===== src/rtl/irq_status_ctrl.sv =====
module irq_status_ctrl #(
  parameter int NUM_CH = 4,
  parameter int ADDR_W = 8
) (
  input  logic              clk,
  input  logic              rst_n,
  input  logic [NUM_CH-1:0] ev_done,
  input  logic [NUM_CH-1:0] ev_rx_ovr,
  input  logic [NUM_CH-1:0] ev_tx_und,
  input  logic [NUM_CH-1:0] ev_poll_to,
  input  logic [NUM_CH-1:0] ev_ctl_bad,
  input  logic [7:0]        spare_ev,
  input  logic [ADDR_W-1:0] reg_addr,
  input  logic              reg_wr,
  input  logic [31:0]       reg_wdata,
  output logic [31:0]       reg_rdata,
  output logic              irq
);

  localparam logic [ADDR_W-1:0] A_STAT = ADDR_W'(8'h08);
  localparam logic [ADDR_W-1:0] A_MSKD = ADDR_W'(8'h0C);
  localparam logic [ADDR_W-1:0] A_MASK = ADDR_W'(8'h10);

  function automatic logic [31:0] lane_bits();
    logic [31:0] m = '0;
    for (int c = 0; c < NUM_CH; c++) m[8*c +: 5] = 5'h1F;
    return m;
  endfunction

  localparam logic [31:0] LANES = lane_bits();
  localparam logic [31:0] IMPL  = LANES | 32'hFF00_0000;

  logic [31:0] status_q, mask_q, set_vec, clr_vec;
  logic        wr_stat, wr_mask;

  assign wr_stat = reg_wr && (reg_addr == A_STAT);
  assign wr_mask = reg_wr && (reg_addr == A_MASK);
  assign clr_vec = wr_stat ? (reg_wdata & IMPL) : '0;

  always_comb begin
    set_vec = {spare_ev, 24'h0} & ~LANES;
    for (int c = 0; c < NUM_CH; c++) begin
      set_vec[8*c + 0] = ev_done[c];
      set_vec[8*c + 1] = ev_rx_ovr[c];
      set_vec[8*c + 2] = ev_tx_und[c];
      set_vec[8*c + 3] = ev_poll_to[c];
      set_vec[8*c + 4] = ev_ctl_bad[c];
    end
  end

  always_ff @(posedge clk) begin
    if (!rst_n) begin
      status_q <= '0;
      mask_q   <= '0;
      irq      <= 1'b0;
    end else begin
      status_q <= ((status_q & ~clr_vec) | set_vec) & IMPL;
      if (wr_mask) mask_q <= reg_wdata & IMPL;
      irq <= |(status_q & mask_q);
    end
  end

  always_comb begin
    unique case (reg_addr)
      A_STAT:  reg_rdata = status_q;
      A_MSKD:  reg_rdata = status_q & mask_q;
      A_MASK:  reg_rdata = mask_q;
      default: reg_rdata = '0;
    endcase
  end

  assert_event_sets_R1: assert property (@(posedge clk) disable iff (!rst_n)
    (set_vec != 0) |=> ((status_q & $past(set_vec)) == $past(set_vec)));

  assert_sticky_R2: assert property (@(posedge clk) disable iff (!rst_n)
    !wr_stat |=> ((status_q & $past(status_q)) == $past(status_q)));

  assert_w1c_R3: assert property (@(posedge clk) disable iff (!rst_n)
    wr_stat |=> ((status_q & $past(reg_wdata & IMPL & ~set_vec)) == 0));

  assert_mask_hold_R5: assert property (@(posedge clk) disable iff (!rst_n)
    !wr_mask |=> $stable(mask_q));

  assert_quiet_when_masked_R7: assert property (@(posedge clk) disable iff (!rst_n)
    (mask_q == 0) |=> !irq);

endmodule


===== config.mk =====
export PLATFORM = sky130hd
export DESIGN_NAME = irq_status_ctrl
export DESIGN_NICKNAME = d
export VERILOG_FILES = /design/src/rtl/irq_status_ctrl.sv
export SDC_FILE = /design/constraint.sdc
export NUM_CORES = 1
export LEC_CHECK = 0
export BUFFER_PORTS_ARGS = -buffer_cell sky130_fd_sc_hd__buf_2
export CAP_MARGIN = 40
export CORE_MARGIN = 3
export CORE_UTILIZATION = 43
export CTS_BUF_LIST = sky130_fd_sc_hd__clkbuf_4 sky130_fd_sc_hd__clkbuf_8 sky130_fd_sc_hd__clkbuf_16
export CTS_CLUSTER_SIZE = 10
export DETAILED_ROUTE_END_ITERATION = 10
export GPL_ROUTABILITY_DRIVEN = 1
export GPL_TIMING_DRIVEN = 0
export PLACE_DENSITY_LB_ADDON = 0.2
export REMOVE_ABC_BUFFERS = 1
export SYNTH_ARGS = -nofsm -noshare
export SYNTH_HDL_FRONTEND = slang
export SYNTH_SLANG_ARGS = --single-unit

===== constraint.sdc =====
create_clock -name clk -period 1.4 [get_ports clk]
set_input_delay 0.07 -clock clk [delete_from_list [all_inputs] [get_ports clk]]
set_output_delay 0.07 -clock clk [all_outputs]
set_load 0.02 [all_outputs]

==> results of run 1 <==
==> worst max path at each step <==
stage	cells after the start	startpoint	slack [ps]	to
final	7	reg_addr[6]	-300	reg_rdata[12]
after global routing	7	reg_addr[6]	-340	reg_rdata[12]
after CTS	6	reg_addr[6]	-290	reg_rdata[12]
after detailed placement	6	reg_addr[2]	-800	mask_q[27]
after global placement	5	reg_addr[2]	-2520	mask_q[17]
after floorplan	4	reg_wr	-1000	mask_q[0]
==> registers in the layout, indices dropped and copies added (netlist names) <==
| signal | count |
|---|---|
| mask_q | 23 |
| irq | 1 |
| status_q | 23 |
==> power breakdown <==
| part | switching, uW | leakage [uW] | internal (uW) | total (uW) |
|---|---|---|---|---|
| Clock | 440 | 0.0000491 | 390 | 830 |
| Sequential | 38.1 | 0.000392 | 1390 | 1430 |
| Combinational | 187 | 0.00111 | 182 | 369 |
==> synthesized netlist by cell type <==
master     n  area share
nand2_1   46       0.072
clkbuf_1  18       0.028
buf_2      4      0.0084
or3_1      2      0.0053
buf_4      9       0.028
o21ai_0   46       0.097
dfxtp_1   47        0.39
a22oi_1    1      0.0032
a41oi_1   23       0.085
nor2_1    24       0.038
a221o_2    4       0.019
or4_1      1      0.0032
nor3_1     2      0.0042
conb_1     1      0.0016
buf_1      1      0.0016
nor2b_1    1      0.0026
buf_6      2      0.0095
o31a_1     1      0.0037
nor4b_1    1      0.0037
a221o_1   19       0.080
and3_1     1      0.0026
inv_1     24       0.038
nand4_1    4       0.011
nand3_1   26       0.055
or4b_4     1      0.0058
==> timing repair <==
action                                  4_1_cts  5_1_grt
pin swaps                                    29        9
hold endpoints to repair                     22        0
endpoints found under the setup margin       59       56
buffers inserted                             17        1
resized for setup                            81       25
hold buffers                                 22        0
cloned                                        3        1
==> final cells by class <==
| cell class | instances | area share |
|---|---|---|
| multi-input cells | 215 | 0.375 |
| repair buffers | 126 | 0.284 |
| flip-flops and latches | 47 | 0.267 |
| inverters | 24 | 0.0250 |
| well taps | 70 | 0.0243 |
| clock buffers | 7 | 0.0232 |
| clock inverters | 1 | 0.00139 |
==> worst reg2reg max path: stages, from the launching register on <==
cell	delay, ps
dfxtp_2	340
nand2_2	80
nand4_1	120
or4_4	530
o31a_1	260
==> through the flow <==
| step | power [uW] | utilization | area (sq um) |
|---|---|---|---|
| 2_1_floorplan | 1550 | - | 2230 |
| 3_3_place_gp | 1690 | 0.519 | 2720 |
| 3_5_place_dp | 1720 | 0.541 | 2830 |
| 4_1_cts | 2620 | 0.674 | 3530 |
| 5_1_grt | 2740 | 0.689 | 3610 |
| 6_report | 2630 | 0.689 | 3610 |
==> cell families (layout without fill, tap and decap cells) <==
kind of cell           after synthesis  in the layout  synth area share
flip-flops                          47             47             0.395
AO/OA/AOI/OAI                       94             94             0.287
buffers and inverters               58            158             0.114
AND/OR/NAND/NOR                    109            112             0.203
other                                1              9           0.00157
==> layer usage <==
layer  GRT usage  vias up
li1            -     1331
met1       0.291     1218
met2       0.446      108
met3      0.0392        7
met4      0.0473        0
met5           0        -
==> cells in the final DEF (no fill, tap or decap), drive strengths merged, types with 2 or more instances in the layout <==
| cell | Yosys | routed |
|---|---|---|
| a221o | 23 | 23 |
| dlygate4sd3 | 0 | 22 |
| nand2 | 46 | 46 |
| dfxtp | 47 | 47 |
| nor3 | 2 | 2 |
| buf | 16 | 104 |
| nand4 | 4 | 4 |
| a41oi | 23 | 23 |
| clkbuf | 18 | 7 |
| nor2 | 24 | 24 |
| conb | 1 | 9 |
| nand3 | 26 | 26 |
| o21ai | 46 | 46 |
| or3 | 2 | 5 |
| inv | 24 | 24 |
==> out/qor.csv, run 1 <==
stage,metric,value,unit
clock_network,H-tree depth,2,
power,Peak supply drop,582,uV
die,die width,80.4,um
critical_path,CP endpoint kind,output port,
sta,Slew headroom,0.571,
sta,worst hold slack,16.6,ps
critical_path,reg2reg path depth,4,
clock_network,CTS sink cnt,47,
global_route,first-pass GRT wire length,12100,um
sta,final hold vios,0,
sta,Worst-Margin Slew,643,ps
sta,fmax,0.590,GHz
final_layout,Multi-input gate area,1360,sq um
critical_path,FF-to-FF setup slack,-40,ps
global_route,largest net degree at the start of global routing,53,
final_layout,register area,963,sq um
critical_path,startpoint type of the worst setup path,input pin,
routing,met3 wire len,555,um
routing,vias,2664,
routing,Vias per Instance,5.44,
die,die footprint,6470,sq um
critical_path,Max stage delay on crit path,600,ps
power,pwr dens,728,nW/um^2
place,Post-Place Worst Slack,-798,ps
clock_network,Skew-Pair Late Insertion Delay,290,ps
critical_path,R2R Path Start,status_q[27],
routing,WL per Instance,15.9,um
logic_synthesis,flop and latch count out of synthesis,47,
die,IO Pins,104,
routing,First-pass DRT Iterations,6,
critical_path,CP bufs+invs,4,
global_route,vias in the first global route,2532,
global_route,Overflow after GRT,0,
clock_network,Clock Tree Root,clkbuf_8,
final_layout,share of layout cells above drive strength 1,0.402,
die,core area,5240,sq um
routing,Routed WL,7770,um
min_path,hold path depth,2,
sta,Final WS setup,-295,ps
clock_network,Num CTS Buffers,5,
place,Placed Instances,439,
sta,Tmin final,1700,ps
critical_path,"CP delay by family, top",simple AND/OR/NAND/NOR gates,
sta,setup total negative slack,-6780,ps
routing,Top Metal Used,met4,
global_route,GRT Total Usage,0.241,
run,max_cap viols,0,
sta,RSZ-0062 raised after global routing,true,
routing,"antenna viol nets, final",0,
clock_network,CTS tree,done,
die,Starting Density,0.455,
logic_synthesis,Synthesis Warnings,0,
die,FP Rows,26,
critical_path,CP cell instances,buf_6 > or4b_4 > nor3_4 > buf_6 > buf_8 > a221o_1 > buf_6,
critical_path,Slowest cell on crit path,or4b_4,
sta,"Setup violations, final",36,
routing,initial DRC count,135,
critical_path,maximum fanout along the worst path,6,
critical_path,"most used cell, CP",buf_6,
logic_synthesis,sequential fraction of the synthesis area,0.395,
global_route,initial antenna violation count,0,
power,Leak,0.00155,uW
critical_path,worst reg2reg endpoint,irq,
run_status,status,"complete, but fails checks",
final_layout,# diodes,0,
logic_synthesis,Post-Syn Instances,309,
sta,Worst Skew,5.05,ps
critical_path,Required @ worst endpoint,1330,ps
final_layout,fillers,447,
routing,routed wl met2,3890,um
die,die height,80.4,um
clock_network,CTS max path bufs,2,
critical_path,kind of critical path,input pin to output port,
final_layout,Final #Nets,490,
sta,max-slew violations,0,
logic_synthesis,Syn Area/Cell,7.71,sq um
final_layout,area delta synth->final,51.5,%
min_path,Hold Path End,status_q[3],
min_path,HP Start,reg_wdata[3],
place,RePlAce Congestion,0.727,
final_layout,Post-Layout Cell Count,490,
logic_synthesis,Synth cell types,25,
place,port bufs,80,
logic_synthesis,Mapped Area,2380,sq um
sta,period utilisation layout,1.21,
routing,metal1 wirelength,3270,um
place,detailed placement HPWL,4620,um
critical_path,CP arrival,1630,ps
min_path,Hold Path Class,input pin to flip-flop,
run_status,failing checks,setup timing,
clock_network,clock-pin slew on the worst setup and hold paths,80,ps
routing,DRC violations left,0,
Power figures use the tool's default switching activity.
==> inputs of run 2 (changes only) <==
- CORE_ASPECT_RATIO: not set -> 0.9
- CORE_UTILIZATION: 43 -> 40
==> out/qor.csv, run 2 (synthesized netlist as in run 1, its figures left out) <==
stage,metric,value,unit,change
run_status,status,"complete, but fails checks",,unchanged
global_route,GRT Total Usage,0.201,,was 0.241
critical_path,startpoint type of the worst setup path,input pin,,unchanged
critical_path,Required @ worst endpoint,1330,ps,about the same
final_layout,# diodes,0,,unchanged
critical_path,CP bufs+invs,2,,was 4
routing,First-pass DRT Iterations,4,,was 6
sta,Worst Skew,3.88,ps,was 5.05 ps
die,core area,5730,sq um,was 5240 sq um
critical_path,CP arrival,1580,ps,was 1630 ps
critical_path,maximum fanout along the worst path,6,,unchanged
run_status,failing checks,setup timing,,unchanged
clock_network,CTS sink cnt,47,,unchanged
critical_path,"most used cell, CP",buf_6,,unchanged
clock_network,CTS max path bufs,2,,unchanged
global_route,largest net degree at the start of global routing,40,,was 53
critical_path,Slowest cell on crit path,or4b_4,,unchanged
clock_network,H-tree depth,2,,unchanged
power,Peak supply drop,581,uV,was 582 uV
place,RePlAce Congestion,0.729,,was 0.727
critical_path,CP cell instances,buf_6 > or4b_4 > or3_4 > nor2_1 > a221o_1 > buf_6,,was buf_6 > or4b_4 > nor3_4 > buf_6 > buf_8 > a221o_1 > buf_6
sta,final hold vios,0,,unchanged
global_route,first-pass GRT wire length,11300,um,"was 12,100 um"
min_path,Hold Path Class,input pin to flip-flop,,unchanged
sta,fmax,0.605,GHz,was 0.590 GHz
routing,DRC violations left,0,,unchanged
critical_path,Max stage delay on crit path,600,ps,about the same
die,FP Rows,26,,unchanged
power,Leak,0.00147,uW,was 0.00155 uW
place,port bufs,80,,unchanged
routing,Vias per Instance,5.48,,was 5.44
final_layout,share of layout cells above drive strength 1,0.365,,was 0.402
run,max_cap viols,0,,unchanged
routing,vias,2607,,"was 2,664"
global_route,initial antenna violation count,0,,unchanged
place,detailed placement HPWL,4600,um,was 4620 um
sta,Final WS setup,-252,ps,was -295 ps
die,die height,79.2,um,was 80.4 um
sta,Worst-Margin Slew,572,ps,was 643 ps
critical_path,CP endpoint kind,output port,,unchanged
sta,period utilisation layout,1.18,,was 1.21
clock_network,Num CTS Buffers,5,,unchanged
routing,WL per Instance,14.8,um,was 15.9 um
die,IO Pins,104,,unchanged
critical_path,kind of critical path,input pin to output port,,unchanged
clock_network,Skew-Pair Late Insertion Delay,290,ps,about the same
routing,initial DRC count,96,,was 135
sta,Tmin final,1650,ps,was 1700 ps
routing,"antenna viol nets, final",0,,unchanged
final_layout,Final #Nets,476,,was 490
final_layout,fin util,0.606,,was 0.689
sta,max-slew violations,0,,unchanged
final_layout,"commonest non-fill, non-tap cells in the layout","buf_2, o21ai_0, nand2_1",,unchanged
routing,Routed WL,7050,um,was 7770 um
power,pwr dens,772,nW/um^2,was 728 nW/um^2
critical_path,"CP delay by family, top",simple AND/OR/NAND/NOR gates,,unchanged
clock_network,Clock Tree Root,clkbuf_8,,unchanged
final_layout,"most common cell after layout, fill and taps aside",buf_2,,unchanged
final_layout,area delta synth->final,45.7,%,was 51.5%
global_route,Overflow after GRT,0,,unchanged
final_layout,largest registers,"mask_q (23), status_q (23), irq (1)",,unchanged
global_route,vias in the first global route,2396,,"was 2,532"
sta,"Setup violations, final",51,,was 36
die,Starting Density,0.416,,was 0.455
sta,Slew headroom,0.617,,was 0.571
clock_network,CTS tree,done,,unchanged
clock_network,clock-pin slew on the worst setup and hold paths,90,ps,was 80 ps
power,Tot Pwr,2680,uW,was 2630 uW
die,die width,87.3,um,was 80.4 um
die,die footprint,6920,sq um,was 6470 sq um
sta,RSZ-0062 raised after global routing,true,,unchanged
[run 2: cell types whose count changed in the layout (fill, tap and decap cells not counted), sizes merged]
cell         delta
buf            -12
clkbuf          +1
clkinv          -1
dlygate4sd3     -2
[run 2: per-layer routing]
layer	global-route usage	vias up	part of all wire
li1	-	1301	-
met1	0.268	1227	0.45
met2	0.337	77	0.48
met3	0.0477	2	0.068
met4	0.0291	0	0.0027
met5	0	-	0
[run 2: timing repair]
action / 4_1_cts / 5_1_grt
gates cloned: 3 / 0
buffers inserted: 6 / 0
hold buffers: 20 / 0
resized for setup: 75 / 18
setup endpoints to repair: 47 / 62
endpoints found under the hold margin: 20 / 0
pin swaps: 31 / 3
[run 2: final cells by class]
| type | count | area, sq um |
|---|---|---|
| fill | 516 | 2250 |
| multi-input combinational | 215 | 1340 |
| sequential | 47 | 953 |
| timing repair buffer | 112 | 896 |
| clock buffer | 8 | 104 |
| inverter | 24 | 90.1 |
| tap | 70 | 87.6 |
[run 2: worst register-to-register path: stages, from the launching register on]
cell     delay (ps)
dfxtp_1         340
nand2_2          70
nand4_1         130
or4_4           540
o31a_1          250
[run 2: worst paths after layout]
path / start / end / slack (ps) / cells past startpoint
setup reg to reg: mask_q[27] / irq / -40 / 4
hold / removal: reg_wdata[25] / status_q[25] / 7 / 2
hold reg to reg: mask_q[29] / mask_q[29] / 490 / 2
setup / recovery: reg_addr[6] / reg_rdata[28] / -250 / 6
[run 2: where the power goes]
| part | switching, uW | internal, uW | total [uW] |
|---|---|---|---|
| sequential | 38.0 | 1390 | 1430 |
| clock | 448 | 471 | 920 |
| combinational | 172 | 164 | 336 |
| total | 658 | 2020 | 2680 |
[run 2: metrics by stage]
step | std cells | hold slack, ps | instance area (sq um) | TNS (ps) | setup slack, ps
finish | 476 | 6.83 | 3470 | -5950 | -252
global route | 476 | 2.43 | 3470 | -10650 | -303
CTS | 476 | 1.58 | 3420 | -6360 | -288
detailed placement | 439 | 296 | 2830 | -34480 | -748
global placement | 433 | 297 | 2720 | -129510 | -2550
floorplan | 283 | 191 | 2230 | -50690 | -997
==> inputs of run 3 (changes only) <==
- BUFFER_PORTS_ARGS: -buffer_cell sky130_fd_sc_hd__buf_2 -> -buffer_cell sky130_fd_sc_hd__buf_4
==> out/qor.csv, run 3 (synthesized netlist as in run 1, its figures left out) <==
stage,metric,value,unit,change
run_status,status,"complete, but fails checks",,unchanged
run_status,failing checks,setup timing,,unchanged
sta,Final WS setup,-263,ps,was -252 ps
global_route,vias in the first global route,2511,,"was 2,396"
clock_network,CTS tree,done,,unchanged
final_layout,Post-Layout Cell Count,473,,was 476
critical_path,Max stage delay on crit path,600,ps,about the same
global_route,largest net degree at the start of global routing,71,,was 40
sta,fmax,0.601,GHz,was 0.605 GHz
sta,period utilisation layout,1.19,,was 1.18
final_layout,# diodes,0,,unchanged
place,Placed Instances,438,,was 439
critical_path,"most used cell, CP",buf_6,,unchanged
final_layout,fin area,3600,sq um,was 3470 sq um
sta,Worst-Margin Slew,660,ps,was 572 ps
sta,Slew headroom,0.558,,was 0.617
power,Clock power frac,0.304,,was 0.343
critical_path,maximum fanout along the worst path,6,,unchanged
clock_network,Clock Tree Root,clkbuf_8,,unchanged
routing,First-pass DRT Iterations,4,,unchanged
sta,final hold vios,0,,unchanged
clock_network,H-tree depth,2,,unchanged
critical_path,kind of critical path,input pin to output port,,unchanged
routing,initial DRC count,100,,was 96
place,Post-Place Worst Slack,-806,ps,was -748 ps
power,Gate power share,0.145,,was 0.125
power,NetSw,648,uW,was 658 uW
critical_path,FF-to-FF setup slack,-40,ps,about the same
place,port bufs,80,,unchanged
min_path,HP Start,reg_wdata[25],,unchanged
sta,worst hold slack,8.74,ps,was 6.83 ps
global_route,GRT Total Usage,0.215,,was 0.201
sta,Worst Skew,5.96,ps,was 3.88 ps
critical_path,Required @ worst endpoint,1330,ps,about the same
routing,vias,2590,,"was 2,607"
die,FP Rows,26,,unchanged
sta,"Setup violations, final",24,,was 51
final_layout,Final #Nets,475,,was 476
final_layout,largest registers,"mask_q (23), status_q (23), irq (1)",,unchanged
die,core area,5730,sq um,unchanged
critical_path,worst reg2reg endpoint,irq,,unchanged
global_route,first-pass GRT wire length,11900,um,"was 11,300 um"
critical_path,CP cell instances,buf_6 > or4b_4 > or3_4 > nor2_1 > a221o_1 > buf_6,,unchanged
sta,max-slew violations,0,,unchanged
clock_network,CTS max path bufs,2,,unchanged
final_layout,"most common cell after layout, fill and taps aside",buf_4,,was buf_2
power,internal power,1940,uW,was 2020 uW
routing,DRC violations left,0,,unchanged
min_path,hold path depth,2,,unchanged
min_path,Hold Path End,status_q[25],,unchanged
min_path,Hold Path Class,input pin to flip-flop,,unchanged
sta,RSZ-0062 raised after global routing,true,,unchanged
place,detailed placement HPWL,4660,um,was 4600 um
place,RePlAce Congestion,0.739,,was 0.729
clock_network,clock-pin slew on the worst setup and hold paths,80,ps,was 90 ps
power,sequential share of power,0.551,,was 0.532
global_route,initial antenna violation count,0,,unchanged
run,max_cap viols,0,,unchanged
routing,Routed WL,7560,um,was 7050 um
critical_path,startpoint type of the worst setup path,input pin,,unchanged
routing,Vias per Instance,5.48,,about the same
die,die footprint,6920,sq um,unchanged
critical_path,R2R Path Start,status_q[20],,was mask_q[27]
critical_path,CP arrival,1590,ps,was 1580 ps
critical_path,reg2reg path depth,4,,unchanged
routing,WL per Instance,16.0,um,was 14.8 um
die,Starting Density,0.416,,unchanged
power,Leak,0.00150,uW,was 0.00147 uW
critical_path,CP endpoint kind,output port,,unchanged
power,Peak supply drop,454,uV,was 581 uV
final_layout,share of layout cells above drive strength 1,0.362,,was 0.365
clock_network,Skew-Pair Late Insertion Delay,290,ps,about the same
place,DP Area,3020,sq um,was 2830 sq um
critical_path,Slowest cell on crit path,or4b_4,,unchanged
sta,Tmin final,1660,ps,was 1650 ps
final_layout,"commonest non-fill, non-tap cells in the layout","buf_4, o21ai_0, nand2_1",,"was buf_2, o21ai_0, nand2_1"
sta,setup total negative slack,-5600,ps,was -5950 ps
die,IO Pins,104,,unchanged
power,pwr dens,719,nW/um^2,was 772 nW/um^2
clock_network,CTS sink cnt,47,,unchanged
clock_network,Num CTS Buffers,5,,unchanged
routing,"antenna viol nets, final",0,,unchanged
die,die height,79.2,um,unchanged
global_route,Overflow after GRT,0,,unchanged
final_layout,area delta synth->final,51.1,%,was 45.7%
power,Switching Fraction,0.250,,was 0.246
die,die width,87.3,um,unchanged
[run 3: critical path: cells and delay by family]
kind | cells | cell delay, ps
AO/OA/AOI/OAI | 1 | 150
AND/OR/NAND/NOR | 3 | 1160
buffers and inverters | 2 | 210
[run 3: power groups by stage]
stage / Sequential (uW) / Combinational, uW / Clock, uW
after floorplan: 1440 / 109 / 0
after global placement: 1450 / 285 / 0
after detailed placement: 1450 / 302 / 0
after CTS: 1420 / 363 / 804
after global routing: 1430 / 415 / 847
final: 1430 / 376 / 787
[run 3: worst max-delay path by stage]
stage                     start             to  slack (ps)  depth (start not counted)
floorplan                reg_wr      mask_q[0]       -1000                          4
global placement    reg_addr[2]      mask_q[2]       -2550                          5
detailed placement  reg_addr[2]      mask_q[2]        -810                          6
CTS                 reg_addr[6]  reg_rdata[20]        -280                          6
global route        reg_addr[6]  reg_rdata[29]        -320                          7
finish              reg_addr[6]  reg_rdata[29]        -260                          6
[run 3: repair_timing]
item / CTS / global route
hold endpoints to repair: 20 / 0
buffers inserted: 5 / 1
gates resized for setup: 48 / 26
pin swaps: 23 / 14
gates cloned: 2 / 1
endpoints found under the setup margin: 47 / 48
hold buffers: 20 / 0
[run 3: area by class of cell]
type | instances | area, sq um
inverters | 24 | 90.1
fillers | 509 | 2130
well taps | 70 | 87.6
clock buffers | 6 | 76.3
repair buffers | 111 | 1030
multi-input cells | 215 | 1360
flip-flops and latches | 47 | 955
[run 3: per-stage QoR]
| step | utilization | total power (uW) |
|---|---|---|
| final | 0.628 | 2590 |
| after floorplan | - | 1550 |
| after global routing | 0.628 | 2690 |
| after detailed placement | 0.527 | 1750 |
| after global placement | 0.510 | 1740 |
| after CTS | 0.611 | 2590 |
[run 3: metal layers]
layer	global-route usage	up-vias	part of all wire
li1	-	1298	-
met1	0.275	1208	0.44
met2	0.370	72	0.49
met3	0.0436	12	0.053
met4	0.0506	0	0.016
met5	0	-	0
